File: config.mk
export PLATFORM = sky130hd
export DESIGN_NAME = sys_reset_port
export DESIGN_NICKNAME = d
export VERILOG_FILES = /design/src/rtl/sys_rst_pkg.sv /design/src/rtl/rst_port_decode.sv /design/src/rtl/rst_ctrl_store.sv /design/src/rtl/rst_read_resp.sv /design/src/rtl/sys_reset_port.sv
export SDC_FILE = /design/constraint.sdc
export NUM_CORES = 1
export LEC_CHECK = 0
export ABC_AREA = 1
export BUFFER_PORTS_ARGS = -buffer_cell sky130_fd_sc_hd__clkbuf_2
export CAP_MARGIN = 10
export CORE_AREA = 5 5 42 44
export CTS_CLUSTER_DIAMETER = 30
export CTS_CLUSTER_SIZE = 20
export DETAILED_ROUTE_END_ITERATION = 6
export DIE_AREA = 0 0 47 49
export PLACE_DENSITY = 0.57
export SYNTH_ARGS = -nofsm -noshare
export SYNTH_HDL_FRONTEND = slang
export SYNTH_HIERARCHICAL = 1
export SYNTH_SLANG_ARGS = --single-unit
File: constraint.sdc
create_clock -name clk_i -period 0.8 [get_ports clk_i]
set_input_delay 0.24 -clock clk_i [delete_from_list [all_inputs] [get_ports clk_i]]
set_output_delay 0.24 -clock clk_i [all_outputs]
set_load 0.01 [all_outputs]
File: src/rtl/sys_rst_pkg.sv
package sys_rst_pkg;
  localparam int unsigned DATA_W   = 8;
  localparam int unsigned TRIG_BIT = 2;  // fires request, not stored
  localparam int unsigned TYPE_BIT = 1;  // only retained bit
  typedef logic [DATA_W-1:0] io_byte_t;
endpackage

File: src/rtl/rst_port_decode.sv
module rst_port_decode #(
  parameter int unsigned ADDR_W = 16,
  parameter logic [ADDR_W-1:0] PORT_ADDR = 16'h0CF9
) (
  input  logic [ADDR_W-1:0] addr_i,
  input  logic              wr_i,
  input  logic              rd_i,
  output logic              wr_hit_o,
  output logic              rd_hit_o
);
  logic match;
  assign match    = (addr_i == PORT_ADDR);
  assign wr_hit_o = wr_i & match;
  assign rd_hit_o = rd_i & match;
endmodule

File: src/rtl/rst_ctrl_store.sv
module rst_ctrl_store
  import sys_rst_pkg::*;
(
  input  logic     clk_i,
  input  logic     rst_ni,
  input  logic     wr_hit_i,
  input  io_byte_t wdata_i,
  output logic     type_q_o,
  output logic     req_q_o
);
  logic trig;
  assign trig = wr_hit_i & wdata_i[TRIG_BIT];

  always_ff @(posedge clk_i or negedge rst_ni) begin
    if (!rst_ni) begin
      type_q_o <= 1'b0;
      req_q_o  <= 1'b0;
    end else begin
      req_q_o <= trig;
      if (wr_hit_i && !wdata_i[TRIG_BIT]) type_q_o <= wdata_i[TYPE_BIT];
    end
  end
endmodule

File: src/rtl/rst_read_resp.sv
module rst_read_resp
  import sys_rst_pkg::*;
(
  input  logic     clk_i,
  input  logic     rst_ni,
  input  logic     rd_hit_i,
  input  logic     type_q_i,
  output io_byte_t rdata_o,
  output logic     rvalid_o
);
  io_byte_t byte_d;

  for (genvar i = 0; i < DATA_W; i++) begin : g_byte
    if (i == TYPE_BIT) begin : g_type
      assign byte_d[i] = type_q_i;
    end else begin : g_zero
      assign byte_d[i] = 1'b0;
    end
  end

  always_ff @(posedge clk_i or negedge rst_ni) begin
    if (!rst_ni) begin
      rvalid_o <= 1'b0;
      rdata_o  <= '0;
    end else begin
      rvalid_o <= rd_hit_i;
      rdata_o  <= rd_hit_i ? byte_d : '0;
    end
  end
endmodule

File: src/rtl/sys_reset_port.sv
module sys_reset_port
  import sys_rst_pkg::*;
#(
  parameter int unsigned ADDR_W = 16,
  parameter logic [ADDR_W-1:0] PORT_ADDR = 16'h0CF9
) (
  input  logic              clk_i,
  input  logic              rst_ni,
  input  logic [ADDR_W-1:0] io_addr_i,
  input  logic              io_wr_i,
  input  logic              io_rd_i,
  input  logic [7:0]        io_wdata_i,
  output logic [7:0]        io_rdata_o,
  output logic              io_rvalid_o,
  output logic              reset_req_o
);
  logic wr_hit, rd_hit, type_q;

  rst_port_decode #(.ADDR_W(ADDR_W), .PORT_ADDR(PORT_ADDR)) i_decode (
    .addr_i  (io_addr_i),
    .wr_i    (io_wr_i),
    .rd_i    (io_rd_i),
    .wr_hit_o(wr_hit),
    .rd_hit_o(rd_hit)
  );

  rst_ctrl_store i_store (
    .clk_i   (clk_i),
    .rst_ni  (rst_ni),
    .wr_hit_i(wr_hit),
    .wdata_i (io_wdata_i),
    .type_q_o(type_q),
    .req_q_o (reset_req_o)
  );

  rst_read_resp i_resp (
    .clk_i   (clk_i),
    .rst_ni  (rst_ni),
    .rd_hit_i(rd_hit),
    .type_q_i(type_q),
    .rdata_o (io_rdata_o),
    .rvalid_o(io_rvalid_o)
  );
endmodule

# --- Word level (Yosys, flattened, before mapping) ---
# Cells that the tools add are included.
classes:
  add_sub_neg: 0
  mul: 0
  div: 0
  order_cmp: 0
  eq_ne: 1
  n_shift: 0
  mux: 1
  n_bitwise: 3
  reduce_logical: 2
op_table:
  columns: ["op", "count"]
  rows:
  - ["16-bit by 12-bit equality test with 1-bit output (second input constant)", 1]
  - ["1-bit AND", 3]
  - ["2-bit two-way mux", 1]
  - ["1-bit logical AND", 1]
  - ["1-bit logical NOT", 1]
word_totals:
  regBits: 11
  latch_bits: 0
  ramBits: 0
  rom_bits: 0
  in_bits: 28
  out_inout_bits: 10
  elab_cells: 11
  mem_count: 0

# --- Logic depth before layout (Yosys ltp) ---
# Gate-level depths: netlist (run 1).
depth:
  word_depth: 3
  mapped_depth: 9
  mapped_depth_nobuf: 9

# --- By module ---
# The synthesis (run 1) kept the hierarchy.
modules_own_cells:
  columns: ["module", "n_inst", "cells_each", "area_per_inst_um2"]
  rows:
  - ["rst_read_resp", 1, 12, 113.9]
  - ["rst_port_decode", 1, 24, 95.1]
  - ["rst_ctrl_store", 1, 9, 77.6]

# --- Worst setup path before layout (run 1) ---
# OpenSTA, ideal clock, no wires.
synth_timing:
  path_type: "input to register"
  startpoint: "in io_addr_i[13]"
  endpoint: "reg i_store.type_q_o"
  setup_time_ns: 0.116
  arrival_time_ns: 0.809
  required_time_ns: 0.684
  slack_ns: -0.126
  cell_stages: 8
  n_path_buf: 0
  path_cell_list: "nor2_1 > nand2_1 > nor2_1 > nand2_1 > nor2_1 > nand2_1 > nand2_1 > nand2_1"
synth_via:
  elab_chain_cells: 3
synth_rtl:
  columns: ["element", "line", "text"]
  rows:
  - ["from (decl)", "sys_reset_port.sv:9", "input logic [ADDR_W-1:0] io_addr_i,"]
  - ["16-bit by 12-bit equality test with 1-bit output", "rst_port_decode.sv:12", "assign match = (addr_i == PORT_ADDR);"]
  - ["1-bit AND", "rst_port_decode.sv:13", "assign wr_hit_o = wr_i & match;"]
  - ["named net wr_hit", "sys_reset_port.sv:17", "logic wr_hit, rd_hit, type_q;"]
  - ["1-bit logical AND", "rst_ctrl_store.sv:20", "if (wr_hit_i && !wdata_i[TRIG_BIT]) type_q_o <= wdata_i[TYPE_BIT];"]
  - ["to (signal assigned)", "rst_ctrl_store.sv:20", null]
  - ["to (decl)", "rst_ctrl_store.sv:8", "output logic type_q_o,"]
# The timed path passes the listed nets, and every way through them passes these cells.
# A chain may end at the register's enable or synchronous reset.

# --- Final worst setup path (run 1) ---
layout_timing:
  startpoint: "reg i_store.req_q_o"
  endpoint: "out reset_req_o"
layout_lines:
  columns: ["element", "line", "text"]
  rows:
  - ["from (decl)", "rst_ctrl_store.sv:9", "output logic req_q_o"]
  - ["from (signal assigned)", "rst_ctrl_store.sv:19", "req_q_o <= trig;"]
  - ["to (decl)", "sys_reset_port.sv:15", "output logic reset_req_o"]
# No word-level cell between the ends.

==> qor.yml, run 1 <==
clock_network:
  htree_levels: 1
  insertion_delay_ps: 230
  cts_root_buf: "clkbuf_4"
  cts_buffers: 3
  cts_sinks: 4
  clk_path_buf_depth: 2
  path_clk_slew_ps: 40
  cts_tree: "done"
grt:
  met3_usage_pct: 2.214
  top_usage_layer: "met2"
  grt_pass1_vias: 284
  grt_remaining_overflow: 0
  grt_use_total_pct: 5.853
  grt_start_max_net_pins: 5
  grt_antenna_before_repair: 0
  grt_pass1_wl_um: 986
  grtUsageMet2_pct: 8.145
  gr-usage-met1_pct: 6.402
critical_path:
  path_cells: "clkbuf_2"
  reg2reg_from: "i_store/type_q_o$_DFFE_PN0P_"
  slowest_delay_ps: 350
  endpoint: "reset_req_o"
  worstSetupStartpointType: "flip-flop"
  worstSetupStartpoint: "i_store/req_q_o$_DFF_PN0_"
  reg2reg_to: "i_store/type_q_o$_DFFE_PN0P_"
  path_depth: 1
  crit_family: "flip-flops"
  cp_data_required_time_ps: 560
  cp_max_fo: 1
  criticalPathCategory: "flip-flop to primary output"
  cp.buffers_inverters: 1
  reg2reg_depth: 2
  worstPathArrival_ps: 700
  cpMaxStageDelayCell: "dfrtp_1"
  r2r_slack_ps: 210
  cp-end-kind: "primary output"
layout:
  diodes: 0
  fin_nets: 103
  multi_input_area_um2: 141.4
  ff_latch_area_um2: 100.1
  fill_cells: 170
  fin_area_um2: 469.2
  final_cells: 89
  drive_gt1_share_pct: 52.05
  synthToLayoutAreaGrowth_pct: 63.76
floorplan:
  die_w_um: 47
  initial_core_util_pct: 20.45
  ioPinCount: 38
  core_um2: 1401
  die_height_um: 49
  fp-row-count: 14
  dieArea_um2: 2303
hold_path:
  hp-class: "primary input to flip-flop"
placed_design:
  dp.final_hpwl_um: 570.6
  io_buffers: 24
  place_inst: 84
  place.gp.congestion: 0.6637
  dpl-instance-area_um2: 399.1
route:
  drc: 0
  via_per_inst: 3.506
  totalWireLength_um: 631
  antenna_left: 0
  wl_per_cell_um: 7.090
  firstDrtPassIters: 2
  via_count: 312
  drtIter0Drc: 1
synth:
  synth_cell_types: 8
  synth_simple_gate_area_share_pct: 32.31
  ys_seq_area_share_pct: 34.93
  synth_compound_area_share_pct: 0
  synth_top_family_by_area: "simple AND/OR/NAND/NOR gates"
  yosys_warnings: 6
  synth_fa_ha_area_share_pct: 0
  syn_area_per_cell_um2: 6.367
  synth_area_um2: 286.5
  netlist_instances: 45
  ys_seq_elements: 4
  synth_xor_area_share_pct: 0
  synth_mux_area_share_pct: 0
timing:
  fin_tns_setup_ps: -450.4
  max_freq_mhz: 1066
  finalSetupViolations: 5
  setup_slack_ps: -138.3
  period_share_pct: 117.3
  hold_viol: 0
  fin_skew_ps: 2.401
  maxSlewViolCount: 0
  rsz0062_at_grt: "true"
  period_needed_ps: 938.3
run_status:
  violations: "negative setup slack"
  status: "finished with violations"
power:
  power.density_nw_per_um2: 1173
  ir_worst_vdd_uv: 271.3
  p_leak_uw: 0.0003087
job:
  drv_cap: 0
## state kept, by name, indices dropped and copies added, names as in the netlist
signal            cells
i_resp/rdata_o        1
i_resp/rvalid_o       1
i_store/req_q_o       1
i_store/type_q_o      1
## area by class of cell
class                      instances  share of cell area (%)
clock buffer                       3                   4.800
timing repair buffer              26                   31.47
sequential                         4                   21.33
tap                               16                   4.267
inverter                          10                   8.000
multi-input combinational         30                   30.13
## layout by cell type, fill, tap and decap left out
master | synthesis | layout
clkbuf_2 | 0 | 23
nor2_1 | 7 | 2
buf_6 | 0 | 2
nand2_1 | 13 | 11
dlygate4sd3_1 | 0 | 1
conb_1 | 1 | 7
nand3_1 | 1 | 1
nor2_2 | 2 | 6
nand2_2 | 0 | 2
nor2_4 | 0 | 1
inv_2 | 0 | 1
inv_1 | 10 | 9
dfrtp_1 | 4 | 4
clkbuf_4 | 0 | 3
## how the worst min path moves through the flow
stage | start | endpoint | slack (ps) | cells after the start
after global placement | rst_ni | i_store/req_q_o$_DFF_PN0_ | 50 | 1
after detailed placement | rst_ni | i_store/type_q_o$_DFFE_PN0P_ | 50 | 1
after floorplan | rst_ni | i_resp/rdata_o[1]$_DFF_PN0_ | -60 | 0
after global routing | io_rd_i | i_resp/rvalid_o$_DFF_PN0_ | 230 | 3
final | io_rd_i | i_resp/rvalid_o$_DFF_PN0_ | 220 | 3
after CTS | io_wdata_i[2] | i_store/req_q_o$_DFF_PN0_ | 210 | 3
## cells in the mapped netlist, drive strengths merged
master / number / area, µm²
buf: 7 / 52.55
conb: 1 / 3.750
nand3: 1 / 5.000
nor2: 9 / 38.79
dfrtp: 4 / 100.1
inv: 10 / 37.54
nand2: 13 / 48.80
## stage by stage
| step | setup slack, ps | hold slack, ps | utilization [%] | power, µW |
|---|---|---|---|---|
| finish | -138.3 | 221.8 | 33.48 | 550.3 |
| global route | -174.9 | 228.5 | 33.48 | 589.8 |
| CTS | -150.5 | 210.4 | 30.80 | 555.6 |
| detailed placement | -281.8 | 50.14 | 28.48 | 296.4 |
| global placement | -272.0 | 48.68 | 28.48 | 294.9 |
| floorplan | -95.85 | -55.59 | - | 267.0 |
## layer usage
metal,routed length [µm],share of wire (%),vias to the layer above
met2,270,43,27
li1,-,-,167
met5,0,0,-
met3,130,21,2
met1,215,34,116
met4,14,2.2,0
## logic make-up after synthesis
kind of cell | after synthesis
buffers and inverters | 17
DFF | 4
other | 1
and+or+nand+nor | 23
## power by group
| part | leakage [µW] | internal (µW) | switching, µW |
|---|---|---|---|
| registers | 0.0000559 | 204 | 0.00520 |
| clock network | 0.0000138 | 167 | 77.1 |
| logic | 0.000239 | 52.6 | 49.7 |
## tightest hold or removal path: cells and delay by family
| family | cells | cell delay (ps) |
|---|---|---|
| buffers and inverters | 2 | 140 |
| AND/OR/NAND/NOR | 1 | 40 |
## what timing repair did
item,CTS,global route
endpoints found under the setup margin,4,7
setup buffers,0,1
hold buffers,1,0
pin swaps,1,8
hold endpoints to repair,4,0
gates resized for setup,0,10
Power figures use the tool's default switching activity.
==> run 2, diff against run 1 <==
--- a/config.mk
+++ b/config.mk
@@ -5,7 +5,6 @@
 export SDC_FILE = /design/constraint.sdc
 export NUM_CORES = 1
 export LEC_CHECK = 0
-export ABC_AREA = 1
 export BUFFER_PORTS_ARGS = -buffer_cell sky130_fd_sc_hd__clkbuf_2
 export CAP_MARGIN = 10
 export CORE_AREA = 5 5 42 44
@@ -13,7 +12,7 @@
 export CTS_CLUSTER_SIZE = 20
 export DETAILED_ROUTE_END_ITERATION = 6
 export DIE_AREA = 0 0 47 49
-export PLACE_DENSITY = 0.57
+export PLACE_DENSITY = 0.55
 export SYNTH_ARGS = -nofsm -noshare
 export SYNTH_HDL_FRONTEND = slang
 export SYNTH_HIERARCHICAL = 1
==> qor.yml, run 2 <==
floorplan:
  die_w_um: 47  # unchanged
  initial_core_util_pct: 18.84  # was 20.45%
  die_height_um: 49  # unchanged
  ioPinCount: 38  # unchanged
  core_um2: 1401  # unchanged
  fp-row-count: 14  # unchanged
  dieArea_um2: 2303  # unchanged
power:
  p_leak_uw: 0.0002479  # was 0.0003087 µW
  switching_power_uw: 115.5  # was 126.8 µW
  power.density_nw_per_um2: 1236  # was 1173 nW/µm²
  combPwrFrac_pct: 16.3  # was 18.6%
  clkPwrFrac_pct: 45.6  # was 44.4%
  pwr-share-seq_pct: 38.0  # was 37.0%
  total_power_uw: 535.1  # was 550.3 µW
  p_int_uw: 419.6  # was 423.5 µW
  swShare_pct: 21.58  # was 23.04%
  ir_worst_vdd_uv: 267.8  # was 271.3 µV
route:
  drtIter0Drc: 0  # was 1
  drc: 0  # unchanged
  wl_per_cell_um: 9.731  # was 7.090 µm
  firstDrtPassIters: 1  # was 2
  via_count: 243  # was 312
  antenna_left: 0  # unchanged
  totalWireLength_um: 652  # was 631 µm
  via_per_inst: 3.627  # was 3.506
clock_network:
  cts_tree: "done"  # unchanged
  cts_root_buf: "clkbuf_4"  # unchanged
  cts_buffers: 3  # unchanged
  htree_levels: 1  # unchanged
  insertion_delay_ps: 230  # about the same
  clk_path_buf_depth: 2  # unchanged
  path_clk_slew_ps: 40  # about the same
  cts_sinks: 4  # unchanged
grt:
  grt_antenna_before_repair: 0  # unchanged
  top_usage_layer: "met1"  # was met2
  grtUsageMet2_pct: 6.335  # was 8.145%
  grt_use_total_pct: 5.716  # was 5.853%
  met3_usage_pct: 3.321  # was 2.214%
  grt_pass1_wl_um: 876  # was 986 µm
  grt_start_max_net_pins: 5  # unchanged
  gr-usage-met1_pct: 7.080  # was 6.402%
  grt_remaining_overflow: 0  # unchanged
  grt_pass1_vias: 215  # was 284
synth:
  synth_cell_types: 11  # was 8
  yosysTopAreaCellShare_pct: 37.91  # was 34.93%
  ys_seq_elements: 4  # unchanged
  synth_area_um2: 264.0  # was 286.5 µm²
  syn_area_per_cell_um2: 11.48  # was 6.367 µm²
  yosys_warnings: 6  # unchanged
  netlist_instances: 23  # was 45
  ys_seq_area_share_pct: 37.91  # was 34.93%
  yosys-top-cells-area: "dfrtp_1 (38%), buf_4 (20%), and2_1 (7.1%)"  # was dfrtp_1 (35%), buf_4 (18%), nand2_1 (17%)
  synth-edff-count: 0  # unchanged
  synth_flop_cell: "dfrtp_1"  # unchanged
  synth_commonest_cells: "buf_4 (7), dfrtp_1 (4), and2_1 (3)"  # was nand2_1 (13), inv_1 (10), buf_4 (7), nor2_1 (7), dfrtp_1 (4)
  async_reset_ff_share_pct: 100.0  # unchanged
  yosysMostFrequentCell: "buf_4"  # was nand2_1
  yosysTopAreaCell: "dfrtp_1"  # unchanged
critical_path:
  r2r_slack_ps: 50  # was 210 ps
  reg2reg_from: "i_store/type_q_o$_DFFE_PN0P_"  # unchanged
  criticalPathCategory: "primary input to flip-flop"  # was flip-flop to primary output
  endpoint: "i_store/type_q_o$_DFFE_PN0P_"  # was reset_req_o
  worstSetupStartpointType: "primary input"  # was flip-flop
  reg2reg_to: "i_store/type_q_o$_DFFE_PN0P_"  # unchanged
  reg2reg_depth: 1  # was 2
  worstPathArrival_ps: 1640  # was 700 ps
  slowest_delay_ps: 530  # was 350 ps
  cp-end-kind: "flip-flop"  # was primary output
  cp_max_fo: 2  # was 1
  worstSetupStartpoint: "io_addr_i[12]"  # was i_store/req_q_o$_DFF_PN0_
  cp_data_required_time_ps: 910  # was 560 ps
  cpMaxStageDelayCell: "or4_4"  # was dfrtp_1
  path_cells: "buf_6, or4_4, nor4_4, and2_4, nor2b_4, mux2_4"  # was clkbuf_2
layout:
  final_cell_mix: "clkbuf_2 (23), conb_1 (7), dfrtp_1 (4)"  # was clkbuf_2 (23), nand2_1 (11), inv_1 (9)
  final_cells: 67  # was 89
  mostFrequentLayoutCell: "clkbuf_2"  # unchanged
  fin_nets: 81  # was 103
  synthToLayoutAreaGrowth_pct: 63.98  # was 63.76%
  diodes: 0  # unchanged
  fill_cells: 152  # was 170
  drive_gt1_share_pct: 66.67  # was 52.05%
placed_design:
  io_buffers: 24  # unchanged
  dp.final_hpwl_um: 583.3  # was 570.6 µm
  place_inst: 62  # was 84
  place.gp.congestion: 0.7387  # was 0.6637
  place_ws_ps: -972.6  # was -281.8 ps
timing:
  setup_slack_ps: -728.8  # was -138.3 ps
  period_needed_ps: 1529  # was 938.3 ps
  fin_tns_setup_ps: -2174  # was -450.4 ps
  max_freq_mhz: 654.1  # was 1066 MHz
  hold_viol: 0  # unchanged
  period_share_pct: 191.1  # was 117.3%
  rsz0062_at_grt: "true"  # unchanged
  maxSlewViolCount: 0  # unchanged
  fin_skew_ps: 0.2048  # was 2.401 ps
  whs_ps: 243.0  # was 221.8 ps
  finalSetupViolations: 7  # was 5
run_status:
  status: "finished with violations"  # unchanged
  violations: "negative setup slack"  # unchanged
hold_path:
  hp-class: "primary input to flip-flop"  # unchanged
job:
  drv_cap: 0  # unchanged
==> run 2: changes by cell type after synthesis, moves of 2 or more <==
cell      before  now
nand2_1       13    0
inv_1         10    0
and2_1         0    3
nor2_1         7    0
nor2_2         2    0
nand4b_1       0    2
==> run 2: per-stage QoR <==
stage	instance area (µm²)	util, %
after global routing	432.9	30.89
final	432.9	30.89
after CTS	415.4	29.64
after detailed placement	374.1	26.70
after global placement	374.1	26.70
after floorplan	286.5	-
==> run 2: final cells by class <==
class                      count  area [µm²]  area share, %
multi-input combinational     18       146.4          33.81
timing repair buffer          26       143.9          33.24
sequential                     4       100.1          23.12
clock buffer                   3       22.52          5.202
tap                           16       20.02          4.624
==> run 2: critical path, delay by kind of cell <==
kind                   cells  cell delay, ps
buffers and inverters      1              90
multiplexers               1             290
AND/OR/NAND/NOR            4            1030
==> run 2: cells by family after synthesis <==
| logic type | count (synthesis) | synth area share, % |
|---|---|---|
| buffers and inverters | 7 | 19.91 |
| multiplexers | 1 | 5.686 |
| AND/OR/NAND/NOR | 10 | 35.07 |
| flip-flops | 4 | 37.92 |
| other | 1 | 1.420 |
==> run 2: worst min-delay path by stage <==
stage,start,end,cells after the start
after floorplan,rst_ni,i_resp/rdata_o[1]$_DFF_PN0_,0
after global placement,rst_ni,i_store/req_q_o$_DFF_PN0_,1
after detailed placement,rst_ni,i_resp/rvalid_o$_DFF_PN0_,1
after CTS,io_rd_i,i_resp/rvalid_o$_DFF_PN0_,2
after global routing,io_wdata_i[1],i_store/type_q_o$_DFFE_PN0P_,2
final,io_rd_i,i_resp/rvalid_o$_DFF_PN0_,2
==> run 2: power by group through the flow <==
stage               clock network (µW)  registers, µW  logic (µW)
CTS                                258            203        84.3
finish                             244            204        87.4
floorplan                            0            206        48.4
detailed placement                   0            206        78.2
global placement                     0            206        77.1
global route                       269            203        96.3
==> run 2: per-layer routing <==
metal,wire [µm],up-vias
li1,-,121
met1,259,99
met2,272,23
met3,120,0
met4,0,0
met5,0,-
==> run 2: timing repair <==
item / CTS / global route
endpoints found under the hold margin: 4 / 0
hold buffers: 1 / 0
gates resized for setup: 1 / 3
setup endpoints to repair: 7 / 7
buffers inserted: 0 / 1
pin swaps: 1 / 2
